[config.mk]
export PLATFORM = sky130hd
export DESIGN_NAME = gpic_top
export DESIGN_NICKNAME = d
export VERILOG_FILES = /design/src/rtl/gpic_pkg.sv /design/src/rtl/gpic_sync.sv /design/src/rtl/gpic_pend_bank.sv /design/src/rtl/gpic_arbiter.sv /design/src/rtl/gpic_svc_track.sv /design/src/rtl/gpic_top.sv
export SDC_FILE = /design/constraint.sdc
export NUM_CORES = 1
export LEC_CHECK = 0
export ABC_AREA = 1
export ABC_CLOCK_PERIOD_IN_PS = 9200
export BUFFER_PORTS_ARGS = -buffer_cell sky130_fd_sc_hd__buf_2
export CAP_MARGIN = 20
export CORE_ASPECT_RATIO = 1.2
export CORE_UTILIZATION = 52
export CTS_BUF_LIST = sky130_fd_sc_hd__clkbuf_4 sky130_fd_sc_hd__clkbuf_8 sky130_fd_sc_hd__clkbuf_16
export CTS_CLUSTER_SIZE = 8
export DETAILED_ROUTE_END_ITERATION = 6
export MAX_ROUTING_LAYER = met4
export PLACE_DENSITY = 0.79
export REMOVE_ABC_BUFFERS = 1
export SYNTH_ARGS = -nofsm -noshare
export SYNTH_HDL_FRONTEND = slang
export SYNTH_SLANG_ARGS = --single-unit
[constraint.sdc]
create_clock -name clk -period 9.2 [get_ports clk]
set_input_delay 0.92 -clock clk [delete_from_list [all_inputs] [get_ports clk]]
set_output_delay 0.92 -clock clk [all_outputs]
set_load 0.05 [all_outputs]
[src/rtl/gpic_pkg.sv]
package gpic_pkg;

    localparam int DEF_N_SRC = 15;
    localparam int DEF_N_GRP = 6;
    localparam int DEF_LVL_W = 2;

    // in-service stack operation for one cycle
    typedef enum logic [1:0] {
        SVC_HOLD = 2'd0,
        SVC_PUSH = 2'd1,
        SVC_POP  = 2'd2,
        SVC_SWAP = 2'd3
    } svc_op_e;

    // group membership of a source: round-robin over groups
    function automatic int grp_of(input int src, input int n_grp);
        return src % n_grp;
    endfunction

endpackage

[src/rtl/gpic_sync.sv]
module gpic_sync #(
    parameter int W      = 15,
    parameter int STAGES = 2
) (
    input  logic         clk,
    input  logic         rst,
    input  logic [W-1:0] d_in,
    output logic [W-1:0] d_out
);

    generate
        if (STAGES == 0) begin : g_bypass
            assign d_out = d_in;
        end else begin : g_chain
            logic [W-1:0] stage_q [STAGES];
            always_ff @(posedge clk) begin
                if (rst) begin
                    for (int i = 0; i < STAGES; i++) stage_q[i] <= '0;
                end else begin
                    stage_q[0] <= d_in;
                    for (int i = 1; i < STAGES; i++) stage_q[i] <= stage_q[i-1];
                end
            end
            assign d_out = stage_q[STAGES-1];
        end
    endgenerate

endmodule

[src/rtl/gpic_pend_bank.sv]
module gpic_pend_bank #(
    parameter int N_SRC = 15,
    parameter int VEC_W = 4
) (
    input  logic             clk,
    input  logic             rst,
    input  logic [N_SRC-1:0] set_vec,
    input  logic [N_SRC-1:0] clr_vec,
    input  logic             take,
    input  logic [VEC_W-1:0] take_src,
    output logic [N_SRC-1:0] pend
);

    generate
        for (genvar s = 0; s < N_SRC; s++) begin : g_flag
            logic flag_q;
            logic taken;
            assign taken = take && (take_src == VEC_W'(s));
            always_ff @(posedge clk) begin
                if (rst) flag_q <= 1'b0;
                else     flag_q <= set_vec[s] | (flag_q & ~clr_vec[s] & ~taken);
            end
            assign pend[s] = flag_q;
        end
    endgenerate

endmodule

[src/rtl/gpic_arbiter.sv]
module gpic_arbiter
    import gpic_pkg::*;
#(
    parameter int N_SRC = 15,
    parameter int N_GRP = 6,
    parameter int LVL_W = 2,
    parameter int VEC_W = 4
) (
    input  logic                   glob_en,
    input  logic [N_SRC-1:0]       pend,
    input  logic [N_SRC-1:0]       src_en,
    input  logic [N_GRP*LVL_W-1:0] grp_lvl,
    output logic                   hit,
    output logic [VEC_W-1:0]       win_src,
    output logic [LVL_W-1:0]       win_lvl
);

    logic [N_SRC-1:0] cand;
    logic [N_GRP-1:0] g_hit;
    logic [VEC_W-1:0] g_src [N_GRP];

    assign cand = pend & src_en & {N_SRC{glob_en}};

    // per group: lowest-index eligible member
    generate
        for (genvar g = 0; g < N_GRP; g++) begin : g_grp
            logic             any_l;
            logic [VEC_W-1:0] src_l;
            always_comb begin
                any_l = 1'b0;
                src_l = '0;
                for (int s = N_SRC - 1; s >= 0; s--) begin
                    if (grp_of(s, N_GRP) == g && cand[s]) begin
                        any_l = 1'b1;
                        src_l = VEC_W'(s);
                    end
                end
            end
            assign g_hit[g] = any_l;
            assign g_src[g] = src_l;
        end
    endgenerate

    // across groups: highest level, lower index overrides on equal level
    always_comb begin
        logic [LVL_W-1:0] lv;
        hit     = 1'b0;
        win_src = '0;
        win_lvl = '0;
        for (int g = N_GRP - 1; g >= 0; g--) begin
            lv = grp_lvl[g*LVL_W +: LVL_W];
            if (g_hit[g] && (!hit || lv >= win_lvl)) begin
                hit     = 1'b1;
                win_src = g_src[g];
                win_lvl = lv;
            end
        end
    end

endmodule

[src/rtl/gpic_svc_track.sv]
module gpic_svc_track
    import gpic_pkg::*;
#(
    parameter int LVL_W = 2
) (
    input  logic             clk,
    input  logic             rst,
    input  logic             push,
    input  logic [LVL_W-1:0] push_lvl,
    input  logic             pop,
    output logic             active,
    output logic [LVL_W-1:0] top_lvl
);

    localparam int N_LVL = 1 << LVL_W;

    logic [N_LVL-1:0] insvc_q;
    logic [N_LVL-1:0] insvc_d;
    logic [N_LVL-1:0] push_bit;
    logic [N_LVL-1:0] top_bit;
    svc_op_e          op;

    // strictly rising nesting makes the stack equivalent to a level bitmap
    always_comb begin
        top_lvl = '0;
        for (int i = 0; i < N_LVL; i++) begin
            if (insvc_q[i]) top_lvl = LVL_W'(i);
        end
    end

    assign active   = |insvc_q;
    assign push_bit = N_LVL'(1) << push_lvl;
    assign top_bit  = N_LVL'(1) << top_lvl;

    always_comb begin
        unique case ({push, pop && active})
            2'b10:   op = SVC_PUSH;
            2'b01:   op = SVC_POP;
            2'b11:   op = SVC_SWAP;
            default: op = SVC_HOLD;
        endcase
    end

    always_comb begin
        unique case (op)
            SVC_PUSH: insvc_d = insvc_q | push_bit;
            SVC_POP:  insvc_d = insvc_q & ~top_bit;
            SVC_SWAP: insvc_d = (insvc_q & ~top_bit) | push_bit;
            default:  insvc_d = insvc_q;
        endcase
    end

    always_ff @(posedge clk) begin
        if (rst) insvc_q <= '0;
        else     insvc_q <= insvc_d;
    end

endmodule

[src/rtl/gpic_top.sv]
module gpic_top
    import gpic_pkg::*;
#(
    parameter int                     N_SRC       = DEF_N_SRC,
    parameter int                     N_GRP       = DEF_N_GRP,
    parameter int                     LVL_W       = DEF_LVL_W,
    parameter int                     SYNC_STAGES = 2,
    parameter logic [DEF_N_SRC-1:0]   SLEEP_WAKE  = 15'h4031,
    localparam int                    VEC_W       = $clog2(N_SRC)
) (
    input  logic                   clk,
    input  logic                   rst,
    input  logic [N_SRC-1:0]       irq_req,
    input  logic [N_SRC-1:0]       src_en,
    input  logic                   glob_en,
    input  logic [N_GRP*LVL_W-1:0] grp_lvl,
    input  logic [N_SRC-1:0]       flag_clr,
    input  logic                   irq_ack,
    input  logic                   irq_ret,
    input  logic                   cpu_idle,
    input  logic                   cpu_sleep,
    output logic [N_SRC-1:0]       pend_flags,
    output logic                   irq_out,
    output logic [VEC_W-1:0]       irq_vec,
    output logic [LVL_W-1:0]       irq_lvl,
    output logic                   svc_active,
    output logic [LVL_W-1:0]       svc_lvl,
    output logic                   wake_idle,
    output logic                   wake_sleep
);

    logic [N_SRC-1:0] req_s;
    logic             pick_hit;
    logic [VEC_W-1:0] pick_src;
    logic [LVL_W-1:0] pick_lvl;
    logic             grant;
    logic             take;

    gpic_sync #(.W(N_SRC), .STAGES(SYNC_STAGES)) u_sync (
        .clk   (clk),
        .rst   (rst),
        .d_in  (irq_req),
        .d_out (req_s)
    );

    gpic_pend_bank #(.N_SRC(N_SRC), .VEC_W(VEC_W)) u_pend (
        .clk      (clk),
        .rst      (rst),
        .set_vec  (req_s),
        .clr_vec  (flag_clr),
        .take     (take),
        .take_src (pick_src),
        .pend     (pend_flags)
    );

    gpic_arbiter #(.N_SRC(N_SRC), .N_GRP(N_GRP), .LVL_W(LVL_W), .VEC_W(VEC_W)) u_arb (
        .glob_en (glob_en),
        .pend    (pend_flags),
        .src_en  (src_en),
        .grp_lvl (grp_lvl),
        .hit     (pick_hit),
        .win_src (pick_src),
        .win_lvl (pick_lvl)
    );

    gpic_svc_track #(.LVL_W(LVL_W)) u_svc (
        .clk      (clk),
        .rst      (rst),
        .push     (take),
        .push_lvl (pick_lvl),
        .pop      (irq_ret),
        .active   (svc_active),
        .top_lvl  (svc_lvl)
    );

    // strict pre-emption against the innermost level in service
    assign grant = pick_hit && (!svc_active || pick_lvl > svc_lvl);
    assign take  = irq_ack && grant;

    assign irq_out    = grant;
    assign irq_vec    = pick_src;
    assign irq_lvl    = pick_lvl;
    assign wake_idle  = cpu_idle && grant;
    assign wake_sleep = cpu_sleep && glob_en && |(pend_flags & src_en & SLEEP_WAKE[N_SRC-1:0]);

endmodule

==> results.py <==
metrics = {
    "synthesis": {
        "synth.avg_cell_area_sq_um": 6.709,
        "yosys.area_share.simple_pct": 35.16,
        "syn_inst": 453,
        "synth.area.top_cells": "dfxtp_1 (32%), inv_1 (11%), nand2_1 (11%), nor2_1 (6.9%), ha_1 (4.9%)",
        "synthXorXnorAreaFrac_pct": 0,
        "synthAdderAreaFrac_pct": 4.940,
        "synth_compound_area_share_pct": 10.25,
        "synth_top_area_cell": "dfxtp_1",
        "ys_ff_latch": 49,
        "yosys_warnings": 0,
        "seq_area_frac_synth_pct": 32.28,
        "ys_types": 33,
        "synthMuxAreaShare_pct": 0,
        "yosys.area.top_type_share_pct": 32.28,
        "synthesis.area_sq_um": 3039,
        "synth_top_family_by_area": "simple AND/OR/NAND/NOR gates",
    },
    "detailed_routing": {
        "route.detailed.drc": 0,
        "drt_pass1_iterations": 4,
        "antenna_left": 0,
        "vias": 2810,
        "routed_wl_mm": 6.327,
        "via_per_inst": 4.731,
        "drt_iter0_drc": 150,
        "wire_per_inst_microns": 10.65,
    },
    "floorplanning": {
        "fp.coreArea_sq_um": 5630,
        "pin_count": 91,
        "placementRows": 30,
        "die_h_microns": 85.75,
        "dieArea_sq_um": 6156,
        "die_w_microns": 71.79,
        "initial_core_util_pct": 53.98,
    },
    "place": {
        "dpl.hpwl_mm": 5.082,
        "gp_congestion": 0.8671,
        "io_buffers": 90,
    },
    "finish": {
        "antennaDiodeCount": 0,
        "fin_nets": 605,
        "area_growth_syn_to_layout_pct": 17.17,
        "layout-drive-gt1-share_pct": 29.62,
    },
    "critical_path": {
        "slowest_delay_ns": 0.31,
        "cp_max_fo": 15,
        "critPathRequiredTime_ns": 8.28,
        "crit_top_cell": "nand2_1",
        "cp-end-kind": "output port",
        "arrival_ns": 7.33,
        "slowest_stage": "ha_1",
        "critPathKind": "in2out",
        "critPathLaunchType": "primary input",
        "path_buf_inv": 8,
        "cp_top_family": "simple AND/OR/NAND/NOR gates",
    },
    "clock_network": {
        "clk_path_buf_depth": 2,
        "cts-root-buf": "clkbuf_8",
        "hold_buffers": 0,
        "cts_tree": "done",
        "clkTransAtPathRegs_ns": 0.09,
        "cts_made_buffers": 5,
        "clock_latency_ns": 0.30,
        "htree_levels": 2,
        "post-cts-setup-buffer-count": 0,
        "clock_sinks": 49,
        "ctsResizeCount": 0,
    },
    "power": {
        "powerDensity_nw_per_um2": 147.1,
        "cellLeakagePower_nw": 1.960,
        "seq_power_share_pct": 43.2,
        "internal_power_uw": 366.9,
        "p_sw_uw": 157.0,
        "total_power_uw": 523.9,
        "power.switching_fraction_pct": 29.97,
        "clkPwrFrac_pct": 33.8,
        "p_comb_share_pct": 23.0,
        "ir_worst_vdd_mv": 0.1443,
    },
    "sta": {
        "fin_crit_sh_pct": 89.71,
        "finalMaxSlewViolations": 0,
        "timing_hold_violations_final": 0,
        "slew_headroom_pct": 43.63,
        "max_freq_mhz": 121.2,
        "rsz0062_at_grt": "false",
        "setup_tns_ns": 0,
        "setup_violations": 0,
        "worst_slew_pin_slew_ns": 0.8455,
        "fin_crit_ns": 8.253,
        "finClkSkew_ns": 0.01016,
    },
    "global_route": {
        "grt_pass1_vias": 2594,
        "grt_pass1_wl_mm": 10.72,
        "grt_use_total_pct": 22.51,
        "antenna_found_initial": 0,
        "grt_max_degree": 49,
        "gr-total-overflow": 0,
    },
    "status": {
        "status": "completed",
    },
    "job": {
        "drv_cap": 0,
    },
    "hold_path": {
        "min_path_type": "reg2reg",
    },
}
[layout make-up]
class / count / area, sq um
Clock buffer: 5 / 68.82
Inverter: 102 / 385.4
Clock inverter: 3 / 65.06
Tap cell: 64 / 80.08
Fill cell: 504 / 2069
Multi-Input combinational cell: 281 / 1530
Timing Repair Buffer: 90 / 450.4
Sequential cell: 49 / 980.9
[Yosys cell counts (all sizes together)]
library cell and n:
a21boi 1, a21oi 28, a41oi 1, and2 2, buf 17, clkbuf 4, dfxtp 49, ha 12
inv 102, nand2 116, nand3 34, nand3b 4, nand4 1, nor2 62, o211ai 1, o21ai 15
o21bai 2, o311ai 1, or2 1
[per-stage QoR]
step / hold WS (ns) / cells / setup slack, ns / util, % / instance area [sq um]
global route: 0.4309 / 594 / 0.1781 / 63.24 / 3561
floorplan: 0.3883 / 432 / 1.193 / - / 2897
global placement: 0.3887 / 586 / 1.197 / 60.87 / 3427
finish: 0.3997 / 594 / 0.9468 / 63.24 / 3561
detailed placement: 0.3932 / 586 / 0.9366 / 60.87 / 3427
CTS: 0.4058 / 594 / 0.9373 / 63.24 / 3561
[final timing paths]
check | startpoint | endpoint | slack (ns) | depth (start not counted)
setup reg to reg | u_pend.g_flag[5].flag_q | u_pend.g_flag[3].flag_q | 2.17 | 52
setup / recovery | glob_en | wake_idle | 0.95 | 49
hold reg to reg | u_sync.g_chain.stage_q[0][12] | u_sync.g_chain.stage_q[0][27] | 0.40 | 2
hold / removal | u_sync.g_chain.stage_q[0][12] | u_sync.g_chain.stage_q[0][27] | 0.40 | 2
[state kept, by name, summed over array words and instances (netlist names)]
name / count
u_pend.g_flag.flag_q: 15
u_sync.g_chain.stage_q: 30
u_svc.insvc_q: 4
[power groups by stage]
stage,Sequential [mW],Clock [mW],Combinational [mW]
4_1_cts,0.226,0.183,0.121
6_report,0.226,0.177,0.121
2_1_floorplan,0.239,0,0.0751
5_1_grt,0.227,0.192,0.135
3_3_place_gp,0.231,0,0.118
3_5_place_dp,0.231,0,0.121
[tightest hold or removal path, cell delays in order (launching register included)]
cell and delay (ns):
dfxtp_1 0.30, inv_1 0.04, nor2_1 0.03
[kinds of logic (layout without fill, tap and decap cells)]
logic type / count (synthesis) / count (layout)
buf+inv: 123 / 200
flops: 49 / 49
simple gates: 220 / 220
compound gates: 49 / 49
fa+ha+maj: 12 / 12
[cell usage in the layout (no fill, tap or decap), drive strengths merged]
cell      n
nor2     62
inv     102
nand3    34
ha       12
clkbuf    5
clkinv    1
dfxtp    49
a41oi     1
o311ai    1
nand4     1
nand2   116
a21boi    1
bufinv    2
nand3b    4
o21ai    15
a21oi    28
o21bai    2
and2      2
o211ai    1
buf      90
or2       1
[metal layers]
layer | vias to the layer above | wire length (microns) | track usage [%]
met2 | 60 | 3253 | 39.88
met1 | 1236 | 2726 | 25.39
met4 | 0 | 109 | 8.021
met3 | 10 | 237 | 3.643
li1 | 1504 | - | -
met5 | - | 0 | -
Note: power is estimated with default switching activity, not from simulation.
